File: config.mk
export PLATFORM = sky130hd
export DESIGN_NAME = bk_adder
export DESIGN_NICKNAME = d
export VERILOG_FILES = /design/src/rtl/bk_pkg.sv /design/src/rtl/bk_gp_gen.sv /design/src/rtl/bk_prefix.sv /design/src/rtl/bk_sum.sv /design/src/rtl/bk_adder.sv
export SDC_FILE = /design/constraint.sdc
export NUM_CORES = 1
export LEC_CHECK = 0
export ABC_CLOCK_PERIOD_IN_PS = 2600
export BUFFER_PORTS_ARGS = -buffer_cell sky130_fd_sc_hd__buf_2
export CAP_MARGIN = 40
export CORE_AREA = 2 2 39 41
export DETAILED_ROUTE_END_ITERATION = 8
export DIE_AREA = 0 0 41 43
export SYNTH_ARGS = -nofsm -noshare
export SYNTH_HDL_FRONTEND = slang
export SYNTH_SLANG_ARGS = --single-unit
File: constraint.sdc
create_clock -name vclk -period 2.6
set_clock_uncertainty 0.2 [all_clocks]
set_input_delay 0.13 -clock vclk [all_inputs]
set_output_delay 0.13 -clock vclk [all_outputs]
set_load 0.05 [all_outputs]
File: src/rtl/bk_pkg.sv
package bk_pkg;

  // Associative carry operator: merge a more significant group (hi) with the
  // adjacent less significant group (lo). Result packed as {g, p}.
  function automatic logic [1:0] bk_merge(input logic hi_g, input logic hi_p,
                                          input logic lo_g, input logic lo_p);
    logic [1:0] r;
    r[1] = hi_g | (hi_p & lo_g);
    r[0] = hi_p & lo_p;
    return r;
  endfunction

endpackage

File: src/rtl/bk_gp_gen.sv
module bk_gp_gen #(
  parameter int WIDTH = 8
) (
  input  logic [WIDTH-1:0] x_i,
  input  logic [WIDTH-1:0] y_i,
  output logic [WIDTH-1:0] gen_o,
  output logic [WIDTH-1:0] prop_o
);
  for (genvar i = 0; i < WIDTH; i++) begin : g_bit
    assign gen_o[i]  = x_i[i] & y_i[i];
    assign prop_o[i] = x_i[i] ^ y_i[i];
  end
endmodule

File: src/rtl/bk_prefix.sv
module bk_prefix #(
  parameter int W = 8
) (
  input  logic [W-1:0] g_i,
  input  logic [W-1:0] p_i,
  output logic [W-1:0] g_o,
  output logic [W-1:0] p_o
);
  import bk_pkg::*;

  if (W == 1) begin : g_leaf
    assign g_o = g_i;
    assign p_o = p_i;
  end else begin : g_node
    localparam int H = W / 2;
    logic [H-1:0] pair_g, pair_p;
    logic [H-1:0] sub_g, sub_p;

    // Upper row: merge each odd position with the even position below it.
    for (genvar j = 0; j < H; j++) begin : g_upper
      logic [1:0] m;
      assign m = bk_merge(g_i[2*j+1], p_i[2*j+1], g_i[2*j], p_i[2*j]);
      assign pair_g[j] = m[1];
      assign pair_p[j] = m[0];
    end

    // Half-width network on the pair results.
    bk_prefix #(.W(H)) i_half (
      .g_i(pair_g),
      .p_i(pair_p),
      .g_o(sub_g),
      .p_o(sub_p)
    );

    assign g_o[0] = g_i[0];
    assign p_o[0] = p_i[0];

    // Odd positions come straight from the half network.
    for (genvar j = 0; j < H; j++) begin : g_odd
      assign g_o[2*j+1] = sub_g[j];
      assign p_o[2*j+1] = sub_p[j];
    end

    // Lower row: even positions above 0 take one more merge.
    for (genvar j = 1; j < H; j++) begin : g_even
      logic [1:0] m;
      assign m = bk_merge(g_i[2*j], p_i[2*j], sub_g[j-1], sub_p[j-1]);
      assign g_o[2*j] = m[1];
      assign p_o[2*j] = m[0];
    end

    always_comb begin
      for (int i = 1; i < W; i++) begin
        p_ripple_gen_r5: assert (g_o[i] == (g_i[i] | (p_i[i] & g_o[i-1])))
          else $error("R5 prefix generate breaks recurrence at %0d", i);
        p_group_prop_r6: assert (p_o[i] == (p_i[i] & p_o[i-1]))
          else $error("R6 prefix propagate is not a running AND at %0d", i);
      end
      p_base_r6: assert (p_o[0] == p_i[0] && g_o[0] == g_i[0])
        else $error("R6 position 0 not passed through");
    end
  end
endmodule

File: src/rtl/bk_sum.sv
module bk_sum #(
  parameter int WIDTH = 8
) (
  input  logic [WIDTH-1:0] prop_i,
  input  logic [WIDTH-1:0] carry_i,
  output logic [WIDTH-1:0] sum_o
);
  for (genvar i = 0; i < WIDTH; i++) begin : g_xor
    assign sum_o[i] = prop_i[i] ^ carry_i[i];
  end
endmodule

File: src/rtl/bk_adder.sv
module bk_adder #(
  parameter int WIDTH = 8
) (
  input  logic [WIDTH-1:0] a_i,
  input  logic [WIDTH-1:0] b_i,
  input  logic             carry_in,
  output logic [WIDTH-1:0] sum_o,
  output logic             carry_out
);
  localparam int LOG_W = $clog2(WIDTH);

  if (WIDTH < 2 || (1 << LOG_W) != WIDTH) begin : g_bad_width
    $error("bk_adder: WIDTH must be a power of two of at least 2");
  end

  logic [WIDTH-1:0] bit_g, bit_p;
  logic [WIDTH-1:0] tree_g_in;
  logic [WIDTH-1:0] pre_g, pre_p;
  logic [WIDTH:0]   carry;

  bk_gp_gen #(.WIDTH(WIDTH)) i_gp (
    .x_i   (a_i),
    .y_i   (b_i),
    .gen_o (bit_g),
    .prop_o(bit_p)
  );

  // Carry-in is the generate of position -1; merge it into bit 0.
  if (WIDTH > 1) begin : g_fold
    assign tree_g_in = {bit_g[WIDTH-1:1], bit_g[0] | (bit_p[0] & carry_in)};
  end else begin : g_fold1
    assign tree_g_in = bit_g[0] | (bit_p[0] & carry_in);
  end

  bk_prefix #(.W(WIDTH)) i_tree (
    .g_i(tree_g_in),
    .p_i(bit_p),
    .g_o(pre_g),
    .p_o(pre_p)
  );

  assign carry = {pre_g, carry_in};

  bk_sum #(.WIDTH(WIDTH)) i_sum (
    .prop_i (bit_p),
    .carry_i(carry[WIDTH-1:0]),
    .sum_o  (sum_o)
  );

  assign carry_out = carry[WIDTH];

  always_comb begin
    p_total_r1: assert ({carry_out, sum_o} ==
                        ({1'b0, a_i} + {1'b0, b_i} + {{WIDTH{1'b0}}, carry_in}))
      else $error("R1/R2 result mismatch");
    if (&pre_p) begin
      p_pass_through_r3: assert (carry_out == carry_in && sum_o == {WIDTH{~carry_in}})
        else $error("R3 all-propagate pattern did not pass carry");
    end
    if (a_i == '0 && b_i == '0) begin
      p_cin_gen_r7: assert (carry_out == 1'b0 && sum_o == {{(WIDTH-1){1'b0}}, carry_in})
        else $error("R7 carry-in not treated as bit-0 generate");
    end
  end
endmodule

# Yosys cells after proc, flatten, opt, wreduce, memory -nomap -nowiden
# Index checks and enable logic that the tools add are counted.
[word_totals] word_cells=52 ff_bits=0 output_inout_bits=9 inputBits=17
[classes] n_bitwise=52
[ops] operator="1-bit bitwise AND" n=24
[ops] operator="1-bit XOR" n=16
[ops] operator="1-bit bitwise OR" n=12

# Logic depth before layout (Yosys ltp)
[logic_depth] word_depth=12 depth_mapped=8 mapped_depth_nobuf=8

# Hierarchy
# From an unflattened synthesis, not the netlist that was laid out.
[hier_totals] hier_cells=49 hier_area_um2=409.1
[by_module_without_submodules] mod="bk_prefix (i_tree)" cells_each=16 seq_area_each_um2=0.0 instances=1 area_per_inst_um2=113.9
[by_module_without_submodules] mod="bk_gp_gen" cells_each=8 seq_area_each_um2=0.0 instances=1 area_per_inst_um2=100.1
[by_module_without_submodules] mod="bk_sum" cells_each=8 seq_area_each_um2=0.0 instances=1 area_per_inst_um2=70.1
[by_module_without_submodules] mod="bk_prefix (i_tree.g_node.i_half)" cells_each=8 seq_area_each_um2=0.0 instances=1 area_per_inst_um2=57.6
[by_module_without_submodules] mod="bk_prefix (i_tree.g_node.i_half.g_node.i_half)" cells_each=6 seq_area_each_um2=0.0 instances=1 area_per_inst_um2=45.0
[by_module_without_submodules] mod="bk_prefix (i_tree.g_node.i_half.g_node.i_half.g_node.i_half)" cells_each=2 seq_area_each_um2=0.0 instances=1 area_per_inst_um2=15.0
[by_module_without_submodules] mod="bk_adder" cells_each=1 seq_area_each_um2=0.0 instances=1 area_per_inst_um2=7.5

# Least setup slack after synthesis
# OpenSTA, ideal clock, no wires.
[synth_timing] path_type="input to output" startpoint="in a_i[0]" endpoint="out sum_o[5]" n_path_buf=0 cell_stages=8 slack_ns=-0.264 required_ns=2.270 t_arrival_ns=2.534 path_cell_list="inv_1 fa_1 fa_1 nor2b_1 o21a_1 nor2_1 fa_1 xnor2_1"
[synth_via] elab_chain_len=10 word_cells_on_any_way=11 classes_between="11 x bitwise"
[synth_lines] element="start, declared" line_no="bk_adder.sv:4" text="input logic [WIDTH-1:0] a_i,"
[synth_lines] element="1-bit XOR" line_no="bk_gp_gen.sv:11" text="assign prop_o[i] = x_i[i] ^ y_i[i];"
[synth_lines] element="1-bit bitwise AND" line_no="bk_adder.sv:30" text="assign tree_g_in = {bit_g[WIDTH-1:1], bit_g[0] | (bit_p[0] & carry_in)};"
[synth_lines] element="1-bit bitwise OR (*)" line_no="bk_adder.sv:30"
[synth_lines] element="1-bit bitwise AND (*)" line_no="bk_pkg.sv:8" text="r[1] = hi_g | (hi_p & lo_g);"
[synth_lines] element="1-bit bitwise OR (*)" line_no="bk_pkg.sv:8"
[synth_lines] element="1-bit bitwise AND (*)" line_no="bk_pkg.sv:8"
[synth_lines] element="1-bit bitwise OR (*)" line_no="bk_pkg.sv:8"
[synth_lines] element="1-bit bitwise AND (*)" line_no="bk_pkg.sv:8"
[synth_lines] element="1-bit bitwise OR (*)" line_no="bk_pkg.sv:8"
[synth_lines] element="1-bit XOR (*)" line_no="bk_sum.sv:9" text="assign sum_o[i] = prop_i[i] ^ carry_i[i];"
[synth_lines] element="end, declared" line_no="bk_adder.sv:7" text="output logic [WIDTH-1:0] sum_o,"
# Every way passes the cells marked *; elsewhere a longest branch is shown, timed or not.

# Worst setup path in the final report
# Ends and elaborated chain as after synthesis.

==> reports/results.tsv <==
stage	metric	value	unit
floorplanning	die width	41	um
worst_setup_path	CP Class	input port to output pin	
timing	setup tns final	0	ns
worst_setup_path	critical path peak fanout	2	
clocking	Post-CTS Hold Buffers	0	
clocking	CTS resizes	0	
drt	via/cell ratio	4.123	
yosys	Yosys top cell by area	fa_1	
yosys	syn_nets	66	
worst_setup_path	critical path's most frequent cell	fa_1	
yosys	library cells used by synthesis	13	
worst_setup_path	Worst Setup SP	a_i[0]	
cells_and_area	# clk buffers	0	
power_and_ir_drop	P_leak	0.3089	nW
yosys	Post-synth top cells	13 x inv_1, 6 x ha_1, 5 x fa_1	
cells_and_area	sequential cells	0	
worst_setup_path	CP max-delay cell	fa_1	
worst_setup_path	CP Launch Type	input port	
grt	initial antenna violation count	0	
cells_and_area	Finished Core Util	35.71	%
timing	Setup violations, final	0	
floorplanning	Ports	26	
timing	RSZ-0062 raised after global routing	no	
timing	final hold slack	0.5626	ns
drt	Post-Route WL	570	um
grt	largest net degree at the start of global routing	4	
timing	Least-Margin Pin Slew	0.2357	ns
placement	I/O Buffers	26	
yosys	top cells by area, synth	fa_1 31%, ha_1 23%, inv_1 15%, xnor2_1 5.5%, o21a_1 4.7%	
cells_and_area	share of post-route cells with drive strength above 1	46.15	%
cells_and_area	Ant. Diodes	0	
worst_setup_path	crit-path cells	buf_2, inv_1, fa_1, fa_1, nor2b_2, o21a_1, nor2_1, fa_1, xnor2_2, buf_6	
grt	gr ovfl total	0	
hold_path	hold crit path type	input port to output pin	
yosys	Synth Area per Inst	8.429	um2
drt	Antenna Violating Nets Remaining	0	
timing	Max Fclk	404.0	MHz
worst_setup_path	crit path DAT	2.15	ns
timing	max-slew violations	0	
status	status	complete, no violations	
cells_and_area	design area	494.2	um2
timing	Slew Limit Headroom	84.19	%
cells_and_area	Layout area overhead	54.30	%
grt	All-Layer GR Usage	6.319	%
run	max_cap viols	0	
floorplanning	die height	43	um
floorplanning	Core ar.	1384	um2
drt	Initial DRC Count	1	
power_and_ir_drop	Pwr per Cell Area	416.6	nW/um2
grt	vias in the first global route	233	
floorplanning	Die ar.	1763	um2
worst_setup_path	CP delay by family, top	adder cells	
yosys	Seq/Total Area, Yosys	0	%
yosys	Synth Cell Area	320.3	um2
placement	HPWL Detailed	574	um
cells_and_area	fill count	147	
timing	final hold violation count	0	
yosys	Syn Inst Count	38	
floorplanning	Core Rows	14	
worst_setup_path	WP data required	2.27	ns
timing	Tmin final	2.475	ns
placement	routability-driven placement congestion ratio	0.6220	
clocking	setup bufs post-CTS	0	
cells_and_area	final cell count without fillers	81	
hold_path	hold_sp	b_i[7]	
worst_setup_path	critical path capture point type	output pin	
cells_and_area	Register Area	0	um2
yosys	post-synth top area share	31.25	%
placement	Placed Area	485.5	um2
yosys	most frequent cell after synthesis	inv_1	
timing	fin crit share	95.21	%
drt	WL per Instance	7.037	um
worst_setup_path	Buf/Inv on CP	3	
worst_setup_path	max incr delay on CP	0.43	ns
drt	Pre-antenna DRT Iters	2	
drt	# DRC	0	
floorplanning	Starting Density	23.15	%
power_and_ir_drop	Worst VDD drop	0.0001336	V
yosys	Yosys Warn Count	0	
drt	vias	334	
placement	placed instance count	81	
grt	first-pass GRT wire length	848	um
cells_and_area	nets@finish	95	
[layer usage]
| metal | vias to the layer above | routed length [um] | global-route usage [%] |
|---|---|---|---|
| met4 | 0 | 0 | 0 |
| met2 | 13 | 273 | 9.375 |
| met3 | 0 | 54 | 0 |
| met1 | 151 | 243 | 10.58 |
| met5 | - | 0 | 0 |
| li1 | 170 | - | - |
[report_power, final]
part / total (mW) / internal, mW / switching [mW]
registers: 0 / 0 / 0
logic: 0.206 / 0.0633 / 0.143
clock network: 0 / 0 / 0
total: 0.206 / 0.0633 / 0.143
[metrics by stage]
stage	setup WS (ns)	power, mW
final	0.1246	0.2059
after global routing	0.008937	0.2243
after CTS	0.008464	0.2033
after detailed placement	0.009265	0.2030
after global placement	0.03159	0.2012
after floorplan	0.02303	0.1568
[cells by family after synthesis]
| family | synth area share (%) |
|---|---|
| AO/OA/AOI/OAI | 16.40 |
| XOR/XNOR | 8.205 |
| adder cells (fa/ha/maj) | 54.69 |
| buffers and inverters | 15.24 |
| AND/OR/NAND/NOR | 5.470 |
[final cells by class]
cell class | count | area, um2 | area share, %
inverter | 13 | 48.80 | 9.873
multi-input combinational | 25 | 281.5 | 56.96
tap | 16 | 20.02 | 4.051
timing repair buffer | 27 | 143.9 | 29.11
[final timing paths]
kind | to | slack (ns) | cells past startpoint
worst max-delay path | sum_o[5] | 0.12 | 10
worst min-delay path | sum_o[7] | 0.56 | 4
[layout by cell type, fill, tap and decap left out, drive strengths merged]
cell,Yosys,routed
fa,5,5
xnor2,2,2
o21a,2,2
nand2,2,2
buf,0,27
o31ai,1,1
nor2b,1,1
xor2,1,1
a21oi,2,2
inv,13,13
nor2,1,1
o21ai,1,1
ha,6,6
o211a,1,1
Power figures use the tool's default switching activity.
